$ cat config.mk
export PLATFORM = sky130hd
export DESIGN_NAME = fpscc_top
export DESIGN_NICKNAME = d
export VERILOG_FILES = /design/src/rtl/fpscc_pkg.sv /design/src/rtl/fpscc_unpack.sv /design/src/rtl/fpscc_sign.sv /design/src/rtl/fpscc_cmp.sv /design/src/rtl/fpscc_class.sv /design/src/rtl/fpscc_top.sv
export SDC_FILE = /design/constraint.sdc
export NUM_CORES = 1
export LEC_CHECK = 0
export BUFFER_PORTS_ARGS = -buffer_cell sky130_fd_sc_hd__buf_2
export CAP_MARGIN = 20
export CORE_MARGIN = 2
export CORE_UTILIZATION = 38
export DETAILED_ROUTE_END_ITERATION = 8
export PLACE_DENSITY = 0.68
export SYNTH_ARGS = -nofsm -noshare
export SYNTH_HDL_FRONTEND = slang
export SYNTH_HIERARCHICAL = 1
export SYNTH_SLANG_ARGS = --single-unit
$ cat constraint.sdc
create_clock -name clk -period 13.26 [get_ports clk]
set_input_delay 2.652 -clock clk [delete_from_list [all_inputs] [get_ports clk]]
set_output_delay 2.652 -clock clk [all_outputs]
set_load 0.005 [all_outputs]
$ cat src/rtl/fpscc_pkg.sv
package fpscc_pkg;
  localparam int XLEN    = 64;
  localparam int SW      = 32;
  localparam int DEXP    = 11;
  localparam int DMAN    = 52;
  localparam int SEXP    = 8;
  localparam int SMAN    = 23;
  localparam int CLASS_W = 10;
  localparam int OP_W    = 4;

  localparam logic [SW-1:0]   CNAN_S = 32'h7FC0_0000;
  localparam logic [XLEN-1:0] CNAN_D = 64'h7FF8_0000_0000_0000;

  typedef enum logic [OP_W-1:0] {
    OP_SGNJ  = 4'd0,
    OP_SGNJN = 4'd1,
    OP_SGNJX = 4'd2,
    OP_MIN   = 4'd3,
    OP_MAX   = 4'd4,
    OP_EQ    = 4'd5,
    OP_LT    = 4'd6,
    OP_LE    = 4'd7,
    OP_CLASS = 4'd8
  } op_e;

  typedef struct packed {
    logic            sign;
    logic            zero;
    logic            nan;
    logic            snan;
    logic [XLEN-2:0] mag;
    logic [XLEN-1:0] val;
  } opnd_t;
endpackage

$ cat src/rtl/fpscc_unpack.sv
module fpscc_unpack
  import fpscc_pkg::*;
#(
  parameter int W  = XLEN,
  parameter int SWD = SW
) (
  input  logic         dbl,
  input  logic [W-1:0] raw,
  output opnd_t        o
);
  localparam int MAG_PAD = W - SWD;

  logic           boxed;
  logic [SWD-1:0] sword;
  logic           exp_ones, exp_zero, man_zero, man_msb;

  always_comb begin
    boxed = &raw[W-1:SWD];
    sword = boxed ? raw[SWD-1:0] : CNAN_S;
    if (dbl) begin
      o.sign   = raw[W-1];
      exp_ones = &raw[W-2:DMAN];
      exp_zero = ~|raw[W-2:DMAN];
      man_zero = ~|raw[DMAN-1:0];
      man_msb  = raw[DMAN-1];
      o.mag    = raw[W-2:0];
      o.val    = raw;
    end else begin
      o.sign   = sword[SWD-1];
      exp_ones = &sword[SWD-2:SMAN];
      exp_zero = ~|sword[SWD-2:SMAN];
      man_zero = ~|sword[SMAN-1:0];
      man_msb  = sword[SMAN-1];
      o.mag    = {{MAG_PAD{1'b0}}, sword[SWD-2:0]};
      o.val    = {{(W-SWD){1'b1}}, sword};
    end
    o.zero = exp_zero & man_zero;
    o.nan  = exp_ones & ~man_zero;
    o.snan = exp_ones & ~man_zero & ~man_msb;
  end
endmodule

$ cat src/rtl/fpscc_sign.sv
module fpscc_sign
  import fpscc_pkg::*;
#(
  parameter int W  = XLEN,
  parameter int SWD = SW
) (
  input  logic [OP_W-1:0] op,
  input  logic            dbl,
  input  opnd_t           a,
  input  logic            b_sign,
  output logic [W-1:0]    res
);
  logic ns;

  always_comb begin
    case (op)
      OP_SGNJN: ns = ~b_sign;
      OP_SGNJX: ns = a.sign ^ b_sign;
      default:  ns = b_sign;
    endcase
    if (dbl) res = {ns, a.val[W-2:0]};
    else     res = {{(W-SWD){1'b1}}, ns, a.val[SWD-2:0]};
  end
endmodule

$ cat src/rtl/fpscc_cmp.sv
module fpscc_cmp
  import fpscc_pkg::*;
#(
  parameter int W  = XLEN,
  parameter int SWD = SW
) (
  input  logic         dbl,
  input  logic         want_max,
  input  opnd_t        a,
  input  opnd_t        b,
  output logic         feq,
  output logic         flt,
  output logic         any_nan,
  output logic         any_snan,
  output logic [W-1:0] mm_res
);
  logic both_zero, lt_tot, same_bits;
  logic [W-1:0] cnan;

  always_comb begin
    any_nan   = a.nan | b.nan;
    any_snan  = a.snan | b.snan;
    both_zero = a.zero & b.zero;
    same_bits = (a.val == b.val);
    if (a.sign != b.sign)  lt_tot = a.sign;
    else if (!a.sign)      lt_tot = (a.mag < b.mag);
    else                   lt_tot = (b.mag < a.mag);

    feq = ~any_nan & (same_bits | both_zero);
    flt = ~any_nan & ~both_zero & lt_tot;

    cnan = dbl ? CNAN_D : {{(W-SWD){1'b1}}, CNAN_S};
    if (a.nan && b.nan)    mm_res = cnan;
    else if (a.nan)        mm_res = b.val;
    else if (b.nan)        mm_res = a.val;
    else if (want_max)     mm_res = lt_tot ? b.val : a.val;
    else                   mm_res = (lt_tot | same_bits) ? a.val : b.val;
  end
endmodule

$ cat src/rtl/fpscc_class.sv
module fpscc_class
  import fpscc_pkg::*;
#(
  parameter int W  = XLEN,
  parameter int CW = CLASS_W
) (
  input  logic          dbl,
  input  logic [W-1:0]  val,
  output logic [CW-1:0] mask
);
  logic s, eo, ez, mz, mmsb;

  always_comb begin
    if (dbl) begin
      s    = val[W-1];
      eo   = &val[W-2:DMAN];
      ez   = ~|val[W-2:DMAN];
      mz   = ~|val[DMAN-1:0];
      mmsb = val[DMAN-1];
    end else begin
      s    = val[SW-1];
      eo   = &val[SW-2:SMAN];
      ez   = ~|val[SW-2:SMAN];
      mz   = ~|val[SMAN-1:0];
      mmsb = val[SMAN-1];
    end
    mask    = '0;
    mask[0] =  s & eo & mz;
    mask[1] =  s & ~eo & ~ez;
    mask[2] =  s & ez & ~mz;
    mask[3] =  s & ez & mz;
    mask[4] = ~s & ez & mz;
    mask[5] = ~s & ez & ~mz;
    mask[6] = ~s & ~eo & ~ez;
    mask[7] = ~s & eo & mz;
    mask[8] = eo & ~mz & ~mmsb;
    mask[9] = eo & ~mz & mmsb;
  end
endmodule

$ cat src/rtl/fpscc_top.sv
module fpscc_top
  import fpscc_pkg::*;
#(
  parameter int W  = XLEN,
  parameter int SWD = SW,
  parameter int CW = CLASS_W,
  parameter int OW = OP_W
) (
  input  logic          clk,
  input  logic          rst,
  input  logic          in_valid,
  input  logic [OW-1:0] in_op,
  input  logic          in_dbl,
  input  logic [W-1:0]  in_a,
  input  logic [W-1:0]  in_b,
  output logic          out_valid,
  output logic          out_fp_wr,
  output logic [W-1:0]  out_result,
  output logic          out_invalid
);
  localparam int NOPND = 2;

  logic [W-1:0] raw [NOPND];
  opnd_t        opd [NOPND];

  assign raw[0] = in_a;
  assign raw[1] = in_b;

  for (genvar g = 0; g < NOPND; g++) begin : g_unpack
    fpscc_unpack #(.W(W), .SWD(SWD)) unpack_i (
      .dbl(in_dbl), .raw(raw[g]), .o(opd[g])
    );
  end

  logic [W-1:0]  sgn_res, mm_res;
  logic [CW-1:0] cls_mask;
  logic          feq, flt, any_nan, any_snan;

  fpscc_sign #(.W(W), .SWD(SWD)) sign_i (
    .op(in_op), .dbl(in_dbl), .a(opd[0]), .b_sign(opd[1].sign), .res(sgn_res)
  );

  fpscc_cmp #(.W(W), .SWD(SWD)) cmp_i (
    .dbl(in_dbl), .want_max(in_op == OP_MAX), .a(opd[0]), .b(opd[1]),
    .feq(feq), .flt(flt), .any_nan(any_nan), .any_snan(any_snan), .mm_res(mm_res)
  );

  fpscc_class #(.W(W), .CW(CW)) class_i (
    .dbl(in_dbl), .val(opd[0].val), .mask(cls_mask)
  );

  logic [W-1:0] nx_res;
  logic         nx_fp, nx_inv;

  always_comb begin
    nx_res = '0;
    nx_fp  = 1'b0;
    nx_inv = 1'b0;
    case (in_op)
      OP_SGNJ, OP_SGNJN, OP_SGNJX: begin
        nx_res = sgn_res;
        nx_fp  = 1'b1;
      end
      OP_MIN, OP_MAX: begin
        nx_res = mm_res;
        nx_fp  = 1'b1;
        nx_inv = any_snan;
      end
      OP_EQ: begin
        nx_res[0] = feq;
        nx_inv    = any_snan;
      end
      OP_LT: begin
        nx_res[0] = flt;
        nx_inv    = any_nan;
      end
      OP_LE: begin
        nx_res[0] = flt | feq;
        nx_inv    = any_nan;
      end
      OP_CLASS: nx_res[CW-1:0] = cls_mask;
      default: ;
    endcase
  end

  always_ff @(posedge clk) begin
    if (rst) begin
      out_valid   <= 1'b0;
      out_fp_wr   <= 1'b0;
      out_result  <= '0;
      out_invalid <= 1'b0;
    end else begin
      out_valid <= in_valid;
      if (in_valid) begin
        out_fp_wr   <= nx_fp;
        out_result  <= nx_res;
        out_invalid <= nx_inv;
      end
    end
  end
endmodule

; ---- Yosys cells after proc, flatten, opt, wreduce, memory -nomap -nowiden
; Index checks and enable logic that the tools add are counted.
[classes]
n_mux = 35
n_eq_ne = 10
bitwise = 45
n_reduce_logical = 39
n_lt_le_gt_ge = 2
[ops]
columns = operator, count
row1 = 2-to-1 mux 64 bit, 8
row2 = 2-to-1 mux 127 bit, 2
row3 = OR reduction 52 bit, 3
row4 = less-than comparator 63 bit, 2
row5 = case mux 54 bit (2 select lines), 1
row6 = OR reduction 23 bit, 3
row7 = equality test 64 bit, 1
row8 = 2-to-1 mux 32 bit, 2
row9 = AND reduction 32 bit, 2
row10 = AND reduction 11 bit, 3
row11 = OR reduction 11 bit, 3
row12 = AND 1 bit, 27
row13 = case mux 9 bit (3 select lines), 1
row14 = AND reduction 8 bit, 3
row15 = OR reduction 8 bit, 3
row16 = 2-to-1 mux 1 bit, 18
row17 = "equality test 4 x 3 -> 1 bit, second input constant", 4
row18 = zero test 1 bit, 12
row19 = NOT 1 bit, 12
row20 = "equality test 4 x 2 -> 1 bit, second input constant", 2
row21 = case mux 1 bit (6 select lines), 1
row22 = OR reduction 3 bit, 2
row23 = bitwise OR 1 bit, 5
row24 = OR reduction 5 bit, 1
row25 = other kinds (8), 10
[word_totals]
in_bits = 136
out_inout_bits = 67
word_cells = 135
regBits = 67

; ---- Depth between registers and ports, before layout
; Gate-level depths: netlist of the first run.
[logic_depth]
word_depth = 13
mapped_depth = 22
ltp_nobuf = 18

; ---- Modules after synthesis
; The synthesis of the first run kept the hierarchy.
[by_module_without_submodules]
columns = module, seq_area_each_um2, area_each_um2, n_inst, cells_each
row1 = fpscc_cmp, 0.0, 3514.6, 1, 504
row2 = fpscc_top, 1341.3, 3218.1, 1, 383
row3 = fpscc_unpack, 0.0, 1251.2, 2, 189
row4 = fpscc_sign, 0.0, 558.0, 1, 83
row5 = fpscc_class, 0.0, 345.3, 1, 55

; ---- Worst setup path after synthesis of the first run
; Ideal clock, no wire load.
[synth_path]
path_type = input to register
start = in in_a[56]
end = reg out_result[3]
setup_slack_ps = 6587
setup_time_ps = 87
arrival_time_ps = 6586
cell_stages = 22
required_ps = 13173
path_cell_list = nand4_1 > nor4_4 > a31oi_4 > buf_2 > or2_1 > buf_4 > inv_1 > ha_1 > a21oi_1 > nand2_1 > a221oi_1 > nor2_1 > nor4_1 > mux2i_1 > mux2i_2 > nor3_2 > buf_6 > buf_2 > o2bb2ai_1 > a21oi_1 > a2bb2oi_1 > o221ai_1
[synth_lines]
columns = element, line_no
row1 = from (decl), fpscc_top.sv:14  ; input logic [W-1:0] in_a,
row2 = to (signal assigned), fpscc_top.sv:96  ; out_result <= nx_res;
row3 = to (decl), fpscc_top.sv:18  ; output logic [W-1:0] out_result,

==> results.toml, run 1 <==
[timing]
clock_skew_ns = 0
hold_viol = 0
setup_tns_ns = 0
setup_ws_ns = 4.619
rsz0062_at_grt = "false"
period_share_pct = 65.17
layout_min_cycle_time_ns = 8.641
clock.fmax_ghz = 0.1157
slew_viol_final = 0
timing.slew.headroom_pct = 28.95
worst_slew_pin_slew_ns = 1.062
setup_viol = 0

[power]
peakVddDrop_v = 0.00005406
pwr-share-comb_pct = 39.1
power.density_nw_per_um2 = 69.84
power_frac_seq_pct = 28.1
leakage_nw = 4.602
pwr-share-clk_pct = 32.8
p_int_mw = 0.4781
power.switching_mw = 0.2807
power.share.switching_pct = 36.99

[place]
gp_congestion = 0.9929
pre_cts_ws_ns = 4.429
portBuffers = 202
dp_hpwl_um = 28250
dp.cells = 1781
placed_area_um2 = 10550

[clocking]
cts_sinks = 67
clk_path_buf_depth = 2
clk_pin_slew_worst_paths_ns = 0.05
post-cts-setup-buffers = 0
numCtsBuffers = 9
postCtsHoldBufs = 0
cts_tree = "built"
clk_latency_ns = 0.34
cts_root_buffer = "clkbuf_16"
cts_resized = 0
ctsHtreeMaxLevel = 3

[global_route]
grt_max_degree = 80
grt_pass1_wl_um = 55770
overflow = 0
grt_pass1_vias = 9853
track_usage_pct = 24.98
antenna_found_initial = 0

[flow_run]
cap_violations = 0

[critical_path]
endpoint = "out_result[45]"
critPathCaptureType = "flop"
reg2reg_depth = 2
critPathKind = "in -> reg"
reg2reg_slack_ns = 12.42
timing.rr.end = "out_result[44]"
startpoint = "in_dbl"
reg2reg_from = "out_result[44]"
critPathLaunchType = "input pin"
critical_path_arrival_ns = 8.88
worstPathMaxFanout = 79
required_ns = 13.50

[final_layout]
utilization_pct = 41.57
drive_gt1_share_pct = 18.60
fin_cells = 1797
finalNetCount = 1657
antenna_cells = 0
syn2layout_area_growth_pct = 7.158
stdcell_area_um2 = 10860

[drt]
drtPass1Iterations = 8
totalWireLength_um = 36080
dr.first_iter.drc_count = 867
vias_per_cell = 5.768
vias = 10370
postRouteAntennaNets = 0
drc_errors = 10
wire_per_inst_um = 20.08

[synthesis]
yosysSeqAreaShare_pct = 13.23
ys_types = 67
async_flop_share_pct = 0
yosysWarnings = 6
ys_seq_elements = 67
synth-edff-count = 0
syn_avg_cell_area_um2 = 7.226
synth-main-ff-cell = "dfxtp_1"
syn-num-nets = 1602
syn-cell-area_um2 = 10140
synthCells = 1403
synth_top_cell_by_area = "dfxtp_1"
synth_top_area_share_pct = 13.23
yosys-top-cells-area = "dfxtp_1, ha_1, buf_4"

[floorplan]
core_area_um2 = 26130
num_rows = 59
die_x_um = 167.3
start_util_pct = 38.80
ioPinCount = 203
die_h_um = 167.3
dieArea_um2 = 28000

[outcome]
status = "complete, but fails checks"
violations = "DRC"

[min_path]
hp-class = "reg -> reg"
[power groups by stage]
| stage | Combinational (mW) | Clock (mW) | Sequential [mW] |
|---|---|---|---|
| global route | 0.321 | 0.263 | 0.213 |
| floorplan | 0.216 | 0 | 0.216 |
| global placement | 0.284 | 0 | 0.217 |
| detailed placement | 0.288 | 0 | 0.217 |
| CTS | 0.290 | 0.254 | 0.213 |
| finish | 0.297 | 0.249 | 0.213 |
[through the flow]
step / power [mW] / hold slack (ns)
after floorplan: 0.4319 / 0.4460
after global placement: 0.5012 / 0.4308
after detailed placement: 0.5051 / 0.4415
after CTS: 0.7570 / 0.4488
after global routing: 0.7977 / 0.4688
final: 0.7588 / 0.4471
[logic make-up after synthesis]
family	share of synthesized area, %
AOI/OAI and AO/OA	19.15
xor gates and xnor gates	5.529
adders and majority gates	7.775
buffers and inverters	15.74
DFF	13.23
muxes	3.505
and+or+nand+nor	35.07
[flip-flops by register name (all words and copies together), names as in the netlist]
register / flops
out_valid: 1
out_result: 64
out_fp_wr: 1
out_invalid: 1
[cell usage in the layout (no fill, tap or decap), types with 60 or more instances in the layout]
cell type,netlist,routed
and2_1,65,65
buf_2,18,201
dfxtp_1,67,67
ha_1,63,63
inv_1,132,132
nand2_1,123,123
nand2b_1,98,98
nand4_1,60,60
o21ai_0,67,67
xnor2_1,64,64
[layout make-up]
| cell class | count | area, um^2 |
|---|---|---|
| fill | 2737 | 15270 |
| timing repair buffer | 210 | 1094 |
| tap | 335 | 419.2 |
| clock inverter | 2 | 35.03 |
| clock buffer | 13 | 260.3 |
| multi-input combinational | 1038 | 7219 |
| inverter | 132 | 495.5 |
| sequential | 67 | 1341 |
[cells in the mapped netlist, types with 18 or more instances]
master / count
nand4_1: 60
nor2_1: 44
o21ai_0: 67
xnor2_1: 64
mux2i_1: 33
clkbuf_1: 37
o2bb2ai_1: 24
nor2b_1: 57
and2_1: 65
nand2b_1: 98
inv_1: 132
a2bb2oi_1: 21
buf_4: 98
a21oi_1: 51
or2_1: 21
ha_1: 63
dfxtp_1: 67
nor4_1: 51
buf_2: 18
nand2_1: 123
a22oi_1: 35
nor3_1: 18
[worst max-delay path: stages]
cell	delay [ns]
buf_4	0.46
buf_4	0.54
buf_4	0.61
and2_1	0.21
inv_1	0.05
ha_1	0.32
nand4_1	0.13
nor4_1	0.66
nand2_1	0.22
nor3_1	0.27
nor3b_1	0.09
mux2i_1	0.26
mux2i_2	0.16
nor3_4	0.89
buf_4	0.66
mux2i_1	0.25
nand2_1	0.06
a311oi_1	0.28
[worst min-delay path by stage]
stage	startpoint	depth (start not counted)	to
4_1_cts	out_result[15]	2	out_result[15]
6_report	out_result[15]	2	out_result[15]
3_5_place_dp	out_result[15]	2	out_result[15]
3_3_place_gp	out_result[18]	2	out_result[18]
2_1_floorplan	out_result[0]	2	out_result[0]
5_1_grt	out_result[30]	2	out_result[30]
[layer usage]
| layer | track usage, % | vias to the layer above | share of wire (%) |
|---|---|---|---|
| met3 | 4.491 | 77 | 7.7 |
| li1 | - | 4916 | - |
| met4 | 9.414 | 0 | 3.4 |
| met5 | 0 | - | 0 |
| met1 | 33.60 | 4889 | 44 |
| met2 | 39.87 | 483 | 45 |
Power figures use the tool's default switching activity.
==> inputs of run 2 (changes only) <==
--- a/config.mk
+++ b/config.mk
@@ -5,12 +5,13 @@
 export SDC_FILE = /design/constraint.sdc
 export NUM_CORES = 1
 export LEC_CHECK = 0
+export ABC_AREA = 1
 export BUFFER_PORTS_ARGS = -buffer_cell sky130_fd_sc_hd__buf_2
 export CAP_MARGIN = 20
 export CORE_MARGIN = 2
 export CORE_UTILIZATION = 38
 export DETAILED_ROUTE_END_ITERATION = 8
-export PLACE_DENSITY = 0.68
+export PLACE_DENSITY = 0.66
 export SYNTH_ARGS = -nofsm -noshare
 export SYNTH_HDL_FRONTEND = slang
 export SYNTH_HIERARCHICAL = 1
==> constraint.sdc (replaced) <==
create_clock -name clk -period 8.85 [get_ports clk]
set_input_delay 1.77 -clock clk [delete_from_list [all_inputs] [get_ports clk]]
set_output_delay 1.77 -clock clk [all_outputs]
set_load 0.005 [all_outputs]
==> results.toml, run 2 <==
[outcome]
status = "complete, no violations"

[power]
power_mw = 1.392
power.density_nw_per_um2 = 93.45
leakage_nw = 8.093
peakVddDrop_v = 0.00009892

[timing]
period_share_pct = 73.78
clock_skew_ns = 0
layout_min_cycle_time_ns = 6.529
worst_slew_pin_slew_ns = 1.153
timing.hold.ws_ns = 0.4628
slew_viol_final = 0
setup_tns_ns = 0
timing.slew.headroom_pct = 23.11
hold_viol = 0
setup_viol = 0
clock.fmax_ghz = 0.1532
rsz0062_at_grt = "false"
setup_ws_ns = 2.321

[floorplan]
num_rows = 71
start_util_pct = 38.31
ioPinCount = 203
dieArea_um2 = 39270
core_area_um2 = 37400
die_h_um = 198.2
die_x_um = 198.2

[clocking]
cts_root_buffer = "clkbuf_16"
postCtsHoldBufs = 0
cts_resized = 0
cts_tree = "built"
clk_latency_ns = 0.35
numCtsBuffers = 9
clk_path_buf_depth = 2
clk_pin_slew_worst_paths_ns = 0.06
cts_sinks = 67
ctsHtreeMaxLevel = 3
post-cts-setup-buffers = 0

[critical_path]
cpMostUsedCell = "nand2_1"
reg2reg_from = "out_invalid"
slowest_delay_ns = 0.76
timing.rr.end = "out_invalid"
critical_path_arrival_ns = 6.71
startpoint = "in_b[36]"
critPathKind = "in -> reg"
critPathLaunchType = "input pin"
crit_slowest_cell = "nand3_2"
critPathCaptureType = "flop"
reg2reg_slack_ns = 8.12
worstPathMaxFanout = 78
required_ns = 9.03
reg2reg_depth = 2

[final_layout]
drive_gt1_share_pct = 15.88
final_cell_mix = "nand2_1, inv_1, nand3_1"
top_register = "out_result"
largest_reg_flops = 64
final_common_cell = "nand2_1"
syn2layout_area_growth_pct = 3.983
stdcell_area_um2 = 14900
finalNetCount = 2851

[synthesis]
synth.most_common_cell = "nand2_1"
yosys-top-cells-area = "nand2_1, inv_1, dfxtp_1"
ys_seq_elements = 67
yosysSeqAreaShare_pct = 9.362
syn-num-nets = 2856
synth-edff-count = 0
synth_top_area_share_pct = 21.43
async_flop_share_pct = 0
syn-cell-area_um2 = 14330
synth_top_cell_by_area = "nand2_1"
yosysWarnings = 6
synthCells = 2657
ys_types = 43
synth-main-ff-cell = "dfxtp_1"
syn_avg_cell_area_um2 = 5.392
yosys-top-cells-count = "nand2_1, inv_1, nand3_1"

[global_route]
grt_max_degree = 88
antenna_found_initial = 5
grt_pass1_wl_um = 78600
track_usage_pct = 25.17
overflow = 0
grt_pass1_vias = 14220

[drt]
vias = 16330
dr.first_iter.drc_count = 1744
postRouteAntennaNets = 0
drc_errors = 0
vias_per_cell = 5.148
wire_per_inst_um = 16.01
totalWireLength_um = 50780
drtPass1Iterations = 8

[place]
dp_hpwl_um = 35540
gp_congestion = 0.9139
portBuffers = 202
placed_area_um2 = 14580
pre_cts_ws_ns = 2.124

[flow_run]
cap_violations = 0

[min_path]
hold_start = "out_result[7]"
holdPathStages = 2
hp-class = "reg -> reg"
hold_path_end = "out_result[7]"
-- run 2: changes by cell type in the layout (fill, tap and decap cells not counted), moves of 57 or more --
cell,delta
and2_1,-65
nand2b_1,-98
nor2_1,+143
nand2_1,+693
nor2b_1,-57
a21oi_1,+151
nand3_1,+232
inv_1,+275
-- run 2: kinds of logic (layout without fill, tap and decap cells) --
| group | Yosys count | count (layout) | synth area share [%] |
|---|---|---|---|
| fa+ha+maj | 63 | 63 | 5.502 |
| xor+xnor | 50 | 50 | 3.057 |
| compound gates | 387 | 387 | 17.18 |
| other cells | 0 | 4 | 0 |
| buf+inv | 664 | 664 | 22.15 |
| flops | 67 | 67 | 9.362 |
| simple gates | 1426 | 1426 | 42.75 |
-- run 2: power by group --
part / leakage [nW] / internal (mW) / switching [mW]
Clock: 0.145 / 0.226 / 0.167
Sequential: 0.547 / 0.315 / 0.00886
Combinational: 7.40 / 0.216 / 0.458
Total: 8.09 / 0.758 / 0.634
-- run 2: cell type report --
class / count / area, um^2
Fill cell: 4243 / 22500
Multi-Input combinational cell: 1926 / 9822
Inverter: 421 / 1580
Sequential cell: 67 / 1341
Timing Repair Buffer: 227 / 1201
Tap cell: 511 / 639.4
Clock buffer: 10 / 239.0
Clock inverter: 6 / 63.81
Antenna cell: 4 / 10.01
-- run 2: worst max-delay path by stage --
stage	end	slack, ns	cells past startpoint
after global routing	out_result[43]	1.90	32
final	out_result[43]	2.32	32
after global placement	out_result[41]	2.15	31
after CTS	out_result[43]	2.50	32
after floorplan	out_result[15]	3.84	32
after detailed placement	out_result[43]	2.12	31
-- run 2: stage by stage --
stage                     util, %  std cells
after floorplan                 -       2657
after global placement      39.00       3152
after detailed placement    39.00       3152
after CTS                   39.80       3168
after global routing        39.80       3168
final                       39.83       3172
-- run 2: routing by layer --
metal | vias up | wire length, um | part of all wire, % | global-route usage, %
li1 | 8223 | - | - | -
met1 | 7192 | 21880 | 43 | 33.86
met2 | 816 | 22390 | 44 | 40.65
met3 | 89 | 5324 | 10 | 5.076
met4 | 8 | 1137 | 2.2 | 6.962
met5 | - | 45 | 0.089 | 0
-- run 2: worst max-delay path: cells and delay by family --
kind            cells  cell delay [ns]
simple gates       28             3.69
buf+inv             2             0.82
fa+ha+maj           1             0.34
compound gates      1             0.07
